<file path="src/rtl/pmlp_pkg.sv">
package pmlp_pkg;

  typedef enum logic [1:0] {
    PWR_ACTIVE  = 2'b00,
    PWR_PARTIAL = 2'b01,
    PWR_SLUMBER = 2'b10
  } pwr_e;

  // Slumber wins when both request kinds arrive together
  function automatic pwr_e req_target(input logic want_slumber);
    return want_slumber ? PWR_SLUMBER : PWR_PARTIAL;
  endfunction

  function automatic logic pipe_off(input pwr_e s);
    return s != PWR_ACTIVE;
  endfunction

  function automatic logic pll_off(input pwr_e s);
    return s == PWR_SLUMBER;
  endfunction

endpackage

</file>
<file path="src/rtl/pmlp_host_link.sv">
module pmlp_host_link
  import pmlp_pkg::*;
(
  input  logic       clk,
  input  logic       rst,
  input  logic       req_p,
  input  logic       req_s,
  input  logic       wake,
  input  logic       busy,
  input  logic       phy_rdy,
  output logic       accept,
  output logic       send_ack,
  output logic       send_nak,
  output logic [1:0] state_o,
  output logic       pipe_dn,
  output logic       pll_dn,
  output logic       squelch
);

  pwr_e state;
  logic phy_q;
  logic any_req;

  assign any_req = req_p | req_s;
  assign accept  = any_req & (state == PWR_ACTIVE) & ~busy & ~wake;

  always_ff @(posedge clk) begin
    if (rst) begin
      state    <= PWR_ACTIVE;
      send_ack <= 1'b0;
      send_nak <= 1'b0;
      phy_q    <= 1'b0;
    end else begin
      phy_q    <= phy_rdy;
      send_ack <= accept;
      send_nak <= any_req & ~accept;
      if (wake)
        state <= PWR_ACTIVE;
      else if (accept)
        state <= req_target(req_s);
    end
  end

  assign state_o = state;
  assign pipe_dn = pipe_off(state) | ~phy_q;
  assign pll_dn  = pll_off(state) | ~phy_q;
  assign squelch = ~phy_q;

endmodule

</file>
<file path="src/rtl/pmlp_dev_link.sv">
module pmlp_dev_link
  import pmlp_pkg::*;
#(
  parameter int TIMEOUT = 16
) (
  input  logic       clk,
  input  logic       rst,
  input  logic       fwd_go,
  input  logic       fwd_slumber,
  input  logic       req_p,
  input  logic       req_s,
  input  logic       rsp_ack,
  input  logic       rsp_nak,
  input  logic       wake,
  output logic       send_ack,
  output logic       send_nak,
  output logic       send_req_p,
  output logic       send_req_s,
  output logic       pending_o,
  output logic [1:0] state_o,
  output logic       pipe_dn,
  output logic       pll_dn
);

  localparam int TW = $clog2(TIMEOUT + 1);
  localparam logic [TW-1:0] TLOAD = TW'(TIMEOUT);
  localparam logic [TW-1:0] TONE  = TW'(1);

  pwr_e          state;
  pwr_e          fwd_tgt;
  logic          pending;
  logic [TW-1:0] timer;
  logic          any_req;
  logic          dev_accept;

  assign any_req    = req_p | req_s;
  assign dev_accept = any_req & (state == PWR_ACTIVE) & ~pending & ~fwd_go & ~wake;

  always_ff @(posedge clk) begin
    if (rst) begin
      state      <= PWR_ACTIVE;
      fwd_tgt    <= PWR_ACTIVE;
      pending    <= 1'b0;
      timer      <= '0;
      send_ack   <= 1'b0;
      send_nak   <= 1'b0;
      send_req_p <= 1'b0;
      send_req_s <= 1'b0;
    end else begin
      send_ack   <= dev_accept;
      send_nak   <= any_req & ~dev_accept;
      send_req_p <= 1'b0;
      send_req_s <= 1'b0;
      if (wake) begin
        state   <= PWR_ACTIVE;
        pending <= 1'b0;
        timer   <= '0;
      end else if (pending) begin
        if (rsp_ack) begin
          state   <= fwd_tgt;
          pending <= 1'b0;
        end else if (rsp_nak || timer == TONE) begin
          pending <= 1'b0;
        end else begin
          timer <= timer - TONE;
        end
      end else if (fwd_go) begin
        pending    <= 1'b1;
        timer      <= TLOAD;
        fwd_tgt    <= req_target(fwd_slumber);
        send_req_p <= ~fwd_slumber;
        send_req_s <= fwd_slumber;
      end else if (dev_accept) begin
        state <= req_target(req_s);
      end
    end
  end

  assign pending_o = pending;
  assign state_o   = state;
  assign pipe_dn   = pipe_off(state);
  assign pll_dn    = pll_off(state);

endmodule

</file>
<file path="src/rtl/pm_link_power_mgr.sv">
module pm_link_power_mgr #(
  parameter int NDEV    = 2,
  parameter int TIMEOUT = 16
) (
  input  logic              clk,
  input  logic              rst,
  input  logic              host_req_p,
  input  logic              host_req_s,
  input  logic              host_wake,
  input  logic              host_phy_rdy,
  input  logic [NDEV-1:0]   dev_req_p,
  input  logic [NDEV-1:0]   dev_req_s,
  input  logic [NDEV-1:0]   dev_ack,
  input  logic [NDEV-1:0]   dev_nak,
  input  logic [NDEV-1:0]   dev_wake,
  input  logic [NDEV-1:0]   dev_phy_rdy,
  output logic              host_send_ack,
  output logic              host_send_nak,
  output logic [1:0]        host_pwr,
  output logic              host_pipe_dn,
  output logic              host_pll_dn,
  output logic [NDEV-1:0]   dev_send_ack,
  output logic [NDEV-1:0]   dev_send_nak,
  output logic [NDEV-1:0]   dev_send_req_p,
  output logic [NDEV-1:0]   dev_send_req_s,
  output logic [2*NDEV-1:0] dev_pwr,
  output logic [NDEV-1:0]   dev_pipe_dn,
  output logic [NDEV-1:0]   dev_pll_dn,
  output logic [NDEV-1:0]   dev_tx_squelch
);

  logic            host_accept;
  logic            host_squelch;
  logic [NDEV-1:0] dev_pending;
  logic            any_pending;

  assign any_pending = |dev_pending;

  pmlp_host_link u_host (
    .clk      (clk),
    .rst      (rst),
    .req_p    (host_req_p),
    .req_s    (host_req_s),
    .wake     (host_wake),
    .busy     (any_pending),
    .phy_rdy  (host_phy_rdy),
    .accept   (host_accept),
    .send_ack (host_send_ack),
    .send_nak (host_send_nak),
    .state_o  (host_pwr),
    .pipe_dn  (host_pipe_dn),
    .pll_dn   (host_pll_dn),
    .squelch  (host_squelch)
  );

  for (genvar gi = 0; gi < NDEV; gi++) begin : g_dev
    pmlp_dev_link #(.TIMEOUT(TIMEOUT)) u_dev (
      .clk         (clk),
      .rst         (rst),
      .fwd_go      (host_accept & dev_phy_rdy[gi]),
      .fwd_slumber (host_req_s),
      .req_p       (dev_req_p[gi]),
      .req_s       (dev_req_s[gi]),
      .rsp_ack     (dev_ack[gi]),
      .rsp_nak     (dev_nak[gi]),
      .wake        (dev_wake[gi]),
      .send_ack    (dev_send_ack[gi]),
      .send_nak    (dev_send_nak[gi]),
      .send_req_p  (dev_send_req_p[gi]),
      .send_req_s  (dev_send_req_s[gi]),
      .pending_o   (dev_pending[gi]),
      .state_o     (dev_pwr[2*gi +: 2]),
      .pipe_dn     (dev_pipe_dn[gi]),
      .pll_dn      (dev_pll_dn[gi])
    );
    assign dev_tx_squelch[gi] = host_squelch;
  end

endmodule

</file>
<file path="config.mk">
export PLATFORM = sky130hd
export DESIGN_NAME = pm_link_power_mgr
export DESIGN_NICKNAME = d
export VERILOG_FILES = /design/src/rtl/pmlp_pkg.sv /design/src/rtl/pmlp_host_link.sv /design/src/rtl/pmlp_dev_link.sv /design/src/rtl/pm_link_power_mgr.sv
export SDC_FILE = /design/constraint.sdc
export NUM_CORES = 1
export LEC_CHECK = 0
export BUFFER_PORTS_ARGS = -buffer_cell sky130_fd_sc_hd__buf_2
export CORE_ASPECT_RATIO = 1.5
export CORE_MARGIN = 8
export CORE_UTILIZATION = 52
export CTS_CLUSTER_SIZE = 12
export DETAILED_ROUTE_END_ITERATION = 10
export PLACE_DENSITY = 0.78
export SETUP_SLACK_MARGIN = 0.02
export SLEW_MARGIN = 10
export SYNTH_ARGS = -nofsm -noshare
export SYNTH_HDL_FRONTEND = slang
export SYNTH_SLANG_ARGS = --single-unit
</file>
<file path="constraint.sdc">
create_clock -name clk -period 2.8 [get_ports clk]
set_clock_uncertainty 0.15 [all_clocks]
set_input_delay 0 -clock clk [delete_from_list [all_inputs] [get_ports clk]]
set_output_delay 0 -clock clk [all_outputs]
set_load 0.01 [all_outputs]
</file>
Word level (Yosys, flattened, before mapping) --
Index checks and enable logic that the tools add are counted.
Word-level totals: bits in registers 33, latch bits 0, RAM bits 0, ROM bits 0, bits of input ports 18, output and inout bits 24, word-level logic and storage cells 120, memories 0
Cells by class: add/sub/neg operators 2, multipliers 0, divide/modulo/power cells 0, $lt $le $gt $ge 0, equality and inequality tests 13, shift-type cells 0, mux-type cells 27, bitwise logic cells 34, reductions and logical operators 24
Operators by type and width (count):
- two-way mux 5 bit | 8
- two-way mux 2 bit | 11
- AND reduction 3 bit | 6
- AND 1 bit | 16
- inequality test 2 bit (second input constant) | 8
- nonzero test 2 bit | 7
- NOT 1 bit | 13
- equality test 5 x 1 -> 1 bit (second input constant) | 2
- subtractor 5 x 1 -> 5 bit (second input constant) | 2
- two-way mux 1 bit | 8
- OR reduction 2 bit | 4
- OR reduction 4 bit | 2
- equality test 2 bit (second input constant) | 3
- zero test 2 bit | 3
- OR 1 bit | 5
- logical OR 1 bit | 2

Logic depth before layout (Yosys ltp) --
Gate-level depths: netlist (run 1).
word-level depth 11, gate-level depth with buffers 6, depth with buffers taken out 6

Cells and area by module --
From an unflattened synthesis (run 1), not the netlist that was laid out.
Unflattened totals: cells, all modules 175, area, all modules 1530.2 sq um
By module, submodules not included:
- pmlp_dev_link | times used 2, cells each 75, area an instance 649.4 sq um, seq. area each 280.3 sq um
- pmlp_host_link | times used 1, cells each 20, area an instance 197.7 sq um, seq. area each 100.1 sq um
- pm_link_power_mgr | times used 1, cells each 5, area an instance 33.8 sq um, seq. area each 0.0 sq um

Least setup slack after synthesis (run 1) --
No wires, ideal clock.
path type register -> register, start register g_dev[0].u_dev.pending, end register g_dev[0].u_dev.timer[3], library setup time 72 ps, arrival time 1886 ps, required time 2578 ps, slack 692 ps, cell stages (with the launch flop) 7, buffers on the path 2, period minus slack after synthesis 2108 ps, cell sequence dfxtp_1 > buf_4 > or4b_4 > or3_1 > buf_6 > a2111oi_4 > mux2i_1
Between the ends: cells in the longest elaborated chain, start to end 7, elaborated cells between the ends (all ways) 10, those cells by class 2 x eq/ne; 1 x mux; 4 x bitwise; 3 x reduce/logical
RTL lines:
- start, declared | RTL line pmlp_dev_link.sv:31 | logic pending;
- start signal, assigned | RTL line pmlp_dev_link.sv:43 | pending <= 1'b0;
- start signal, assigned | RTL line pmlp_dev_link.sv:56 | pending <= 1'b0;
- start signal, assigned | RTL line pmlp_dev_link.sv:61 | pending <= 1'b0;
- OR reduction 2 bit | RTL line pm_link_power_mgr.sv:37 | assign any_pending = |dev_pending;
- NOT 1 bit | RTL line pmlp_host_link.sv:25 | assign accept = any_req & (state == PWR_ACTIVE) & ~busy & ~wake;
- AND 1 bit (2 in series) | RTL line pmlp_host_link.sv:25
- AND 1 bit | RTL line pm_link_power_mgr.sv:60 | .fwd_go (host_accept & dev_phy_rdy[gi]),
- nonzero test 2 bit (no source line)
- AND reduction 3 bit (no source line)
- end signal, assigned | RTL line pmlp_dev_link.sv:65 | timer <= timer - TONE;
- end, declared | RTL line pmlp_dev_link.sv:32 | logic [TW-1:0] timer;
Parallel ways exist; a longest one is shown, timed or not. A chain may end at the register's enable or synchronous reset.

Worst setup path after layout (run 1) --
start register g_dev[1].u_dev.pending, end register g_dev[0].u_dev.state[0]
Between the ends: cells in the longest elaborated chain, start to end 10, elaborated cells between the ends (all ways) 11, those cells by class 1 x eq/ne; 7 x bitwise; 3 x reduce/logical
RTL lines:
- start, declared | RTL line pmlp_dev_link.sv:31
- start signal, assigned | RTL line pmlp_dev_link.sv:43
- start signal, assigned | RTL line pmlp_dev_link.sv:56
- start signal, assigned | RTL line pmlp_dev_link.sv:61
- OR reduction 2 bit (*) | RTL line pm_link_power_mgr.sv:37
- NOT 1 bit (*) | RTL line pmlp_host_link.sv:25
- AND 1 bit (*) (2 in series) | RTL line pmlp_host_link.sv:25
- AND 1 bit (*) | RTL line pm_link_power_mgr.sv:60
- NOT 1 bit | RTL line pmlp_dev_link.sv:37 | assign dev_accept = any_req & (state == PWR_ACTIVE) & ~pending & ~fwd_go & ~wake;
- AND 1 bit (2 in series) | RTL line pmlp_dev_link.sv:37
- nonzero test 2 bit (no source line)
- AND reduction 3 bit (no source line) (*)
- end signal, assigned | RTL line pmlp_dev_link.sv:60 | state <= fwd_tgt;
- end signal, assigned | RTL line pmlp_dev_link.sv:74 | state <= req_target(req_s);
- end, declared | RTL line pmlp_dev_link.sv:29 | pwr_e state;
Mark *: on every way between the ends. The rest lies on a longest branch, timed or not.

==> results of run 1 <==
==> synth_stat cells <==
cell type   n  share of area, %
dfxtp_1    33                40
buf_4      15               6.8
nor3_1     15               4.6
nor2_1     12               2.7
mux2i_1    11               6.7
nand2_1    11               2.5
nand3_1    11               3.3
a21oi_1    10               3.0
inv_1       9               2.1
or2_2       8               3.0
nor4_1      5               1.9
o21ai_0     5               1.5
clkbuf_1    4              0.91
ha_1        4               3.0
nor2b_1     4               1.5
or3_1       4               1.5
a211oi_1    3               1.4
and3_1      3               1.1
buf_6       2               1.4
mux2_2      2               1.4
or4b_1      2               1.2
xnor2_1     2               1.1
a2111oi_4   1               1.7
a2bb2oi_1   1              0.53
a32oi_1     1              0.53
and4b_1     1              0.61
buf_1       1              0.23
buf_2       1              0.30
nand4_1     1              0.38
nand4b_1    1              0.53
nor3b_1     1              0.46
nor4b_1     1              0.53
or4b_4      1              0.84
xor2_1      1              0.53
==> sequential cells by signal, indices dropped and copies added (netlist names) <==
signal and count:
g_dev.u_dev.timer 10, g_dev.u_dev.fwd_tgt 4, g_dev.u_dev.state_o 4, g_dev.u_dev.pending_o 2, g_dev.u_dev.send_ack 2, g_dev.u_dev.send_nak 2, g_dev.u_dev.send_req_p 2, g_dev.u_dev.send_req_s 2
u_host.state_o 2, u_host.phy_q 1, u_host.send_ack 1, u_host.send_nak 1
==> cell type report <==
| class | count | area (um^2) | share of cell area [%] |
|---|---|---|---|
| sequential | 33 | 661 | 32.0 |
| timing repair buffer | 65 | 443 | 21.4 |
| inverter | 9 | 33.8 | 1.63 |
| tap | 40 | 50.0 | 2.42 |
| multi-input combinational | 122 | 793 | 38.4 |
| clock buffer | 7 | 86.3 | 4.18 |
==> per-stage QoR <==
stage / worst slack, ns / cells
floorplan: 0.692 / 187
global placement: 0.621 / 246
detailed placement: 0.560 / 246
CTS: 0.224 / 276
global route: 0.0747 / 276
finish: 0.178 / 276
==> worst min path at each step <==
stage / start / cells past startpoint / endpoint / slack, ns
2_1_floorplan: rst / 1 / u_host.phy_q / -0.08
3_3_place_gp: host_phy_rdy / 2 / u_host.phy_q / 0.06
3_5_place_dp: host_phy_rdy / 2 / u_host.phy_q / 0.07
4_1_cts: dev_nak[0] / 4 / g_dev[0].u_dev.pending_o / 0.06
5_1_grt: dev_nak[0] / 4 / g_dev[0].u_dev.pending_o / 0.08
6_report: dev_nak[0] / 4 / g_dev[0].u_dev.pending_o / 0.08
==> routing by layer <==
metal | part of all wire, % | track usage [%] | wire length [um]
met3 | 4.8 | 5.45 | 189
met2 | 56 | 29.5 | 2240
met4 | 3.0 | 9.38 | 118
met5 | 0 | 0 | 0
met1 | 36 | 15.3 | 1430
==> logic make-up (layout without fill, tap and decap cells) <==
family	after synthesis	count (layout)	synth area share, %
AOI/OAI and AO/OA	21	21	8.66
xor gates and xnor gates	3	3	1.60
adders and majority gates	4	4	3.04
buffers and inverters	32	81	11.7
DFF	33	33	40.1
muxes	13	13	8.05
and+or+nand+nor	81	81	26.8
==> worst min-delay path: stages <==
cell	delay [ns]
buf_2	0.08
nor2_1	0.04
nand3_1	0.23
a21oi_1	0.11
==> power by group <==
group / switching (mW) / total, mW / internal, mW / leakage, nW
clock: 0.155 / 0.350 / 0.195 / 0.0443
sequential: 0.0107 / 0.496 / 0.485 / 0.268
combinational: 0.0736 / 0.148 / 0.0744 / 0.590
total: 0.240 / 0.994 / 0.754 / 0.902
==> cell usage in the layout (no fill, tap or decap), drive strengths merged, types with 2 or more instances in the layout <==
cell / netlist / layout
or2: 8 / 8
nand3: 11 / 11
nor2b: 4 / 4
mux2i: 11 / 11
buf: 19 / 42
and3: 3 / 3
dfxtp: 33 / 33
ha: 4 / 4
nor4: 5 / 5
nor2: 12 / 12
nand2: 11 / 11
a21oi: 10 / 10
nor3: 15 / 15
or4b: 3 / 3
or3: 4 / 4
mux2: 2 / 2
o21ai: 5 / 5
a211oi: 3 / 3
clkbuf: 4 / 7
inv: 9 / 9
dlygate4sd3: 0 / 23
xnor2: 2 / 2
==> flow_metrics.py, run 1 <==
metrics = {
    "route": {
        "drt-initial-drc-count": 34,
        "viasPerCell": 5.35,
        "first_pass_iters": 5,
        "ant_nets": 0,
        "num_vias": 1476,
        "drcViolationCount": 0,
        "finalWirelength_um": 3980,
        "wl_per_cell_um": 14.4,
    },
    "worst_setup_path": {
        "crit_start": "g_dev[1].u_dev.pending_o",
        "crit_path_max_fanout": 11,
        "ff2ff_setup_slack_ns": 0.18,
        "critPathSlowestCell": "dlygate4sd3_1",
        "crit_chain": "or4b_4 > nor3_1 > buf_4 > a2bb2oi_1 > mux2i_1 > dlygate4sd3_1",
        "worst-r2r-cell-count": 6,
        "r2r-end": "g_dev[0].u_dev.state_o[0]",
        "end_kind": "register",
        "crit_family": "buffers and inverters",
        "cp_num_cells": 6,
        "cp_slowest_stage_delay_ns": 0.58,
        "cp_data_arrival_time_ns": 2.70,
        "start_kind": "register",
        "regToRegStartpoint": "g_dev[1].u_dev.pending_o",
        "endpoint": "g_dev[0].u_dev.state_o[0]",
        "crit_required_ns": 2.87,
        "path_class": "reg2reg",
        "cp.buffers_inverters": 2,
    },
    "timing": {
        "rsz0062_at_grt": "no",
        "tightestPinTransition_ns": 0.578,
        "fmax_ghz": 0.381,
        "fin_crit_ns": 2.62,
        "finalSetupTns_ns": 0,
        "post-route-period-util_pct": 93.7,
        "slew_headroom_pct": 61.4,
        "whs_ns": 0.0754,
        "slew_viol_final": 0,
        "setup_viol": 0,
        "hold_viol": 0,
    },
    "synthesis": {
        "syn-num-nets": 209,
        "seq_area_frac_synth_pct": 40.1,
        "syn_avg_cell_area_um2": 8.81,
        "syn_area_um2": 1650,
        "ys_warn_count": 0,
        "ys_ff_latch": 33,
        "synth_cells": 187,
        "yosys.cell_types.count": 34,
    },
    "layout": {
        "fin_nets": 258,
        "insertedDiodeCount": 0,
        "syn2layout_area_growth_pct": 25.5,
        "fin_util_pct": 66.7,
        "drive_gt1_share_pct": 25.4,
        "nFillCells": 272,
        "postLayoutCellArea_um2": 2070,
    },
    "clocking": {
        "post_cts_buffers": 0,
        "cts_inserted_buffers": 5,
        "clkTransAtPathRegs_ns": 0.07,
        "cts_tree": "built",
        "cts_resized": 0,
        "hold_buffers": 23,
        "cts-htree-levels": 2,
        "clock-sinks": 33,
        "cts_root_buf": "clkbuf_8",
        "clk_latency_ns": 0.29,
        "cts_buffer_depth": 2,
    },
    "global_route": {
        "grt_use_total_pct": 16.6,
        "grt-ovfl-total": 0,
        "grt_first_pass_wirelength_um": 6580,
        "grt_pass1_vias": 1497,
        "antenna_found_initial": 0,
        "grt_max_degree": 18,
    },
    "floorplanning": {
        "fp.dieH_um": 84.9,
        "rows": 25,
        "pin_count": 42,
        "fp.dieW_um": 61.9,
        "start_util_pct": 53.2,
        "die_area_um2": 5260,
        "core_area_um2": 3100,
    },
    "pwr": {
        "powerDensity_nw_per_um2": 481,
        "ir_drop_v": 0.000502,
        "power_leakage_nw": 0.902,
        "power_uw": 994,
    },
    "job": {
        "maxCapViolations": 0,
    },
    "placed_design": {
        "dpl-instance-area_um2": 1750,
        "io_buffers": 41,
        "place_congestion": 0.851,
        "place_hpwl_um": 2750,
    },
    "status": {
        "status": "completed",
    },
    "worst_hold_path": {
        "min_path_type": "in2reg",
    },
}
Note: power is estimated with default switching activity, not from simulation.
==> run 2, diff against run 1 <==
CORE_UTILIZATION = 51   (was 52)
SYNTH_HIERARCHICAL = 1   (was unset)
==> flow_metrics.py, run 2 <==
metrics = {
    "layout": {
        "layout_common_cells": "buf_2 (41), dfxtp_1 (33), dlygate4sd3_1 (20)",
        "nFillCells": 229,
        "drive_gt1_share_pct": 24.2,
        "largest_reg_flops": 10,
        "regMostFlops": "g_dev.u_dev/timer",
        "regArea_um2": 661,
        "insertedDiodeCount": 0,
        "final_common_cell": "buf_2",
        "postLayoutCellArea_um2": 2060,
        "multiInputGateArea_um2": 782,
        "syn2layout_area_growth_pct": 34.5,
        "fin_nets": 257,
        "fin_util_pct": 71.4,
        "stdcell_count": 275,
    },
    "timing": {
        "whs_ns": 0.0299,
        "fmax_ghz": 0.424,
        "hold_viol": 0,
        "fin_crit_ns": 2.36,
        "finalSetupTns_ns": 0,
        "setup_viol": 0,
        "tightestPinTransition_ns": 0.418,
        "fin_ws_ns": 0.442,
        "slew_headroom_pct": 71.8,
        "rsz0062_at_grt": "no",
        "slew_viol_final": 0,
        "post-route-period-util_pct": 84.2,
    },
    "clocking": {
        "clk_latency_ns": 0.28,
        "clock-sinks": 33,
        "cts_inserted_buffers": 5,
        "clkTransAtPathRegs_ns": 0.06,
        "post_cts_buffers": 0,
        "cts_root_buf": "clkbuf_8",
        "cts_buffer_depth": 2,
        "cts-htree-levels": 2,
        "cts_resized": 0,
        "cts_tree": "built",
    },
    "synthesis": {
        "syn-num-nets": 197,
        "yosys.cell_types.count": 35,
        "synthArstFlopShare_pct": 0,
        "seq_area_frac_synth_pct": 43.2,
        "syn_avg_cell_area_um2": 8.74,
        "synth_top_cells_by_area": "dfxtp_1 (43%), nor2_1 (4.2%), a21oi_1 (3.3%)",
        "synth-edff-count": 0,
        "ys_top_cells_by_count": "dfxtp_1 (33), nor2_1 (17), inv_1 (12), nand2_1 (12), a21oi_1 (10)",
        "ys_dominant_reg_cell": "dfxtp_1",
        "ys_ff_latch": 33,
        "yosysTopAreaCell": "dfxtp_1",
        "synth_top_area_share_pct": 43.2,
        "syn_area_um2": 1530,
        "ys_warn_count": 6,
        "post-synth-top-count-cell": "dfxtp_1",
        "synth_cells": 175,
    },
    "floorplanning": {
        "fp.dieW_um": 60.7,
        "die_area_um2": 5050,
        "fp.dieH_um": 83.1,
        "pin_count": 42,
        "rows": 24,
        "start_util_pct": 53.1,
        "core_area_um2": 2880,
    },
    "route": {
        "wl_per_cell_um": 14.8,
        "ant_nets": 0,
        "num_vias": 1531,
        "drcViolationCount": 0,
        "first_pass_iters": 5,
        "viasPerCell": 5.57,
        "finalWirelength_um": 4080,
        "drt-initial-drc-count": 63,
    },
    "pwr": {
        "p_comb_share_pct": 13.0,
        "power_leakage_nw": 0.838,
        "power_mw": 1.10,
        "seqPwrFrac_pct": 45.3,
        "power_switching_uw": 253,
        "powerDensity_nw_per_um2": 532,
        "p_int_uw": 842,
        "swShare_pct": 23.1,
        "clockPowerShare_pct": 41.7,
        "ir_drop_v": 0.000416,
    },
    "worst_hold_path": {
        "min_path_type": "in2reg",
        "hold_depth": 5,
    },
    "worst_setup_path": {
        "cp_data_arrival_time_ns": 2.40,
        "crit_path_max_fanout": 12,
        "start_kind": "register",
        "path_class": "reg2reg",
        "crit_top_cell": "nor2_1",
        "crit_required_ns": 2.84,
        "crit_chain": "or2_1 > or4_4 > nor2_1 > and2_1 > nor2_1 > a32o_1 > a211oi_1",
        "end_kind": "register",
        "cp_slowest_stage_delay_ns": 0.50,
        "critPathSlowestCell": "or4_4",
        "worst-r2r-cell-count": 7,
    },
    "global_route": {
        "grt_max_degree": 17,
        "grt_first_pass_wirelength_um": 6730,
        "antenna_found_initial": 0,
        "grt-ovfl-total": 0,
        "grt_pass1_vias": 1608,
        "grt_use_total_pct": 17.0,
    },
    "placed_design": {
        "dpl-instance-area_um2": 1740,
        "place_congestion": 0.848,
        "dpl.cell_count": 247,
        "io_buffers": 41,
        "pre_cts_slack_ns": 0.471,
        "place_hpwl_um": 3100,
    },
    "job": {
        "maxCapViolations": 0,
    },
    "status": {
        "status": "completed",
    },
}
run 2: cell types whose count changed after synthesis, sizes merged, moves of 5 or more:
cell   change
mux2i      -7
nor2       +5
buf       -13
nor4       -5
o21a       +6
nor3       -6
o31ai      +6
nand4      +7
nand3      -7
run 2: kinds of logic after synthesis:
group	Yosys count	synth area share (%)
AOI/OAI and AO/OA	39	17.0
adders and majority gates	4	3.27
buffers and inverters	20	5.72
DFF	33	43.2
muxes	4	2.62
and+or+nand+nor	75	28.2
run 2: what timing repair did:
action | CTS | global route
endpoints found under the hold margin | 29 | 0
hold buffers | 20 | 0
endpoints found under the setup margin | 0 | 0
run 2: final timing paths:
check	start	to	slack (ns)
setup / recovery	g_dev[1].u_dev/pending_o	g_dev[0].u_dev/state_o[1]	0.44
hold / removal	dev_phy_rdy[1]	g_dev[1].u_dev/send_ack	0.03
setup reg to reg	g_dev[1].u_dev/pending_o	g_dev[0].u_dev/state_o[1]	0.44
hold reg to reg	g_dev[0].u_dev/timer[1]	g_dev[0].u_dev/timer[1]	0.35
run 2: layer usage:
layer | wire length (um) | GRT usage, % | share of wire, %
met1 | 1390 | 14.0 | 34
met2 | 2340 | 32.0 | 57
met3 | 205 | 5.25 | 5.0
met4 | 144 | 10.2 | 3.5
met5 | 0 | 0 | 0
run 2: cell type report:
class	instances	share of cell area, %
clock buffers	7	4.19
clock inverters	1	1.46
inverters	12	2.19
multi-input cells	122	38.0
flip-flops and latches	33	32.1
well taps	39	2.37
repair buffers	61	19.7
run 2: worst max-delay path: cells and delay by family, from the launching register on:
kind | cells | cell delay (ns)
AOI/OAI and AO/OA | 2 | 0.52
and+or+nand+nor | 5 | 1.17
DFF | 1 | 0.43
run 2: power groups by stage:
stage	logic [mW]	registers [mW]	clock network (mW)
2_1_floorplan	0.0686	0.508	0
3_3_place_gp	0.117	0.505	0
3_5_place_dp	0.120	0.506	0
4_1_cts	0.142	0.496	0.462
5_1_grt	0.155	0.498	0.483
6_report	0.142	0.496	0.457
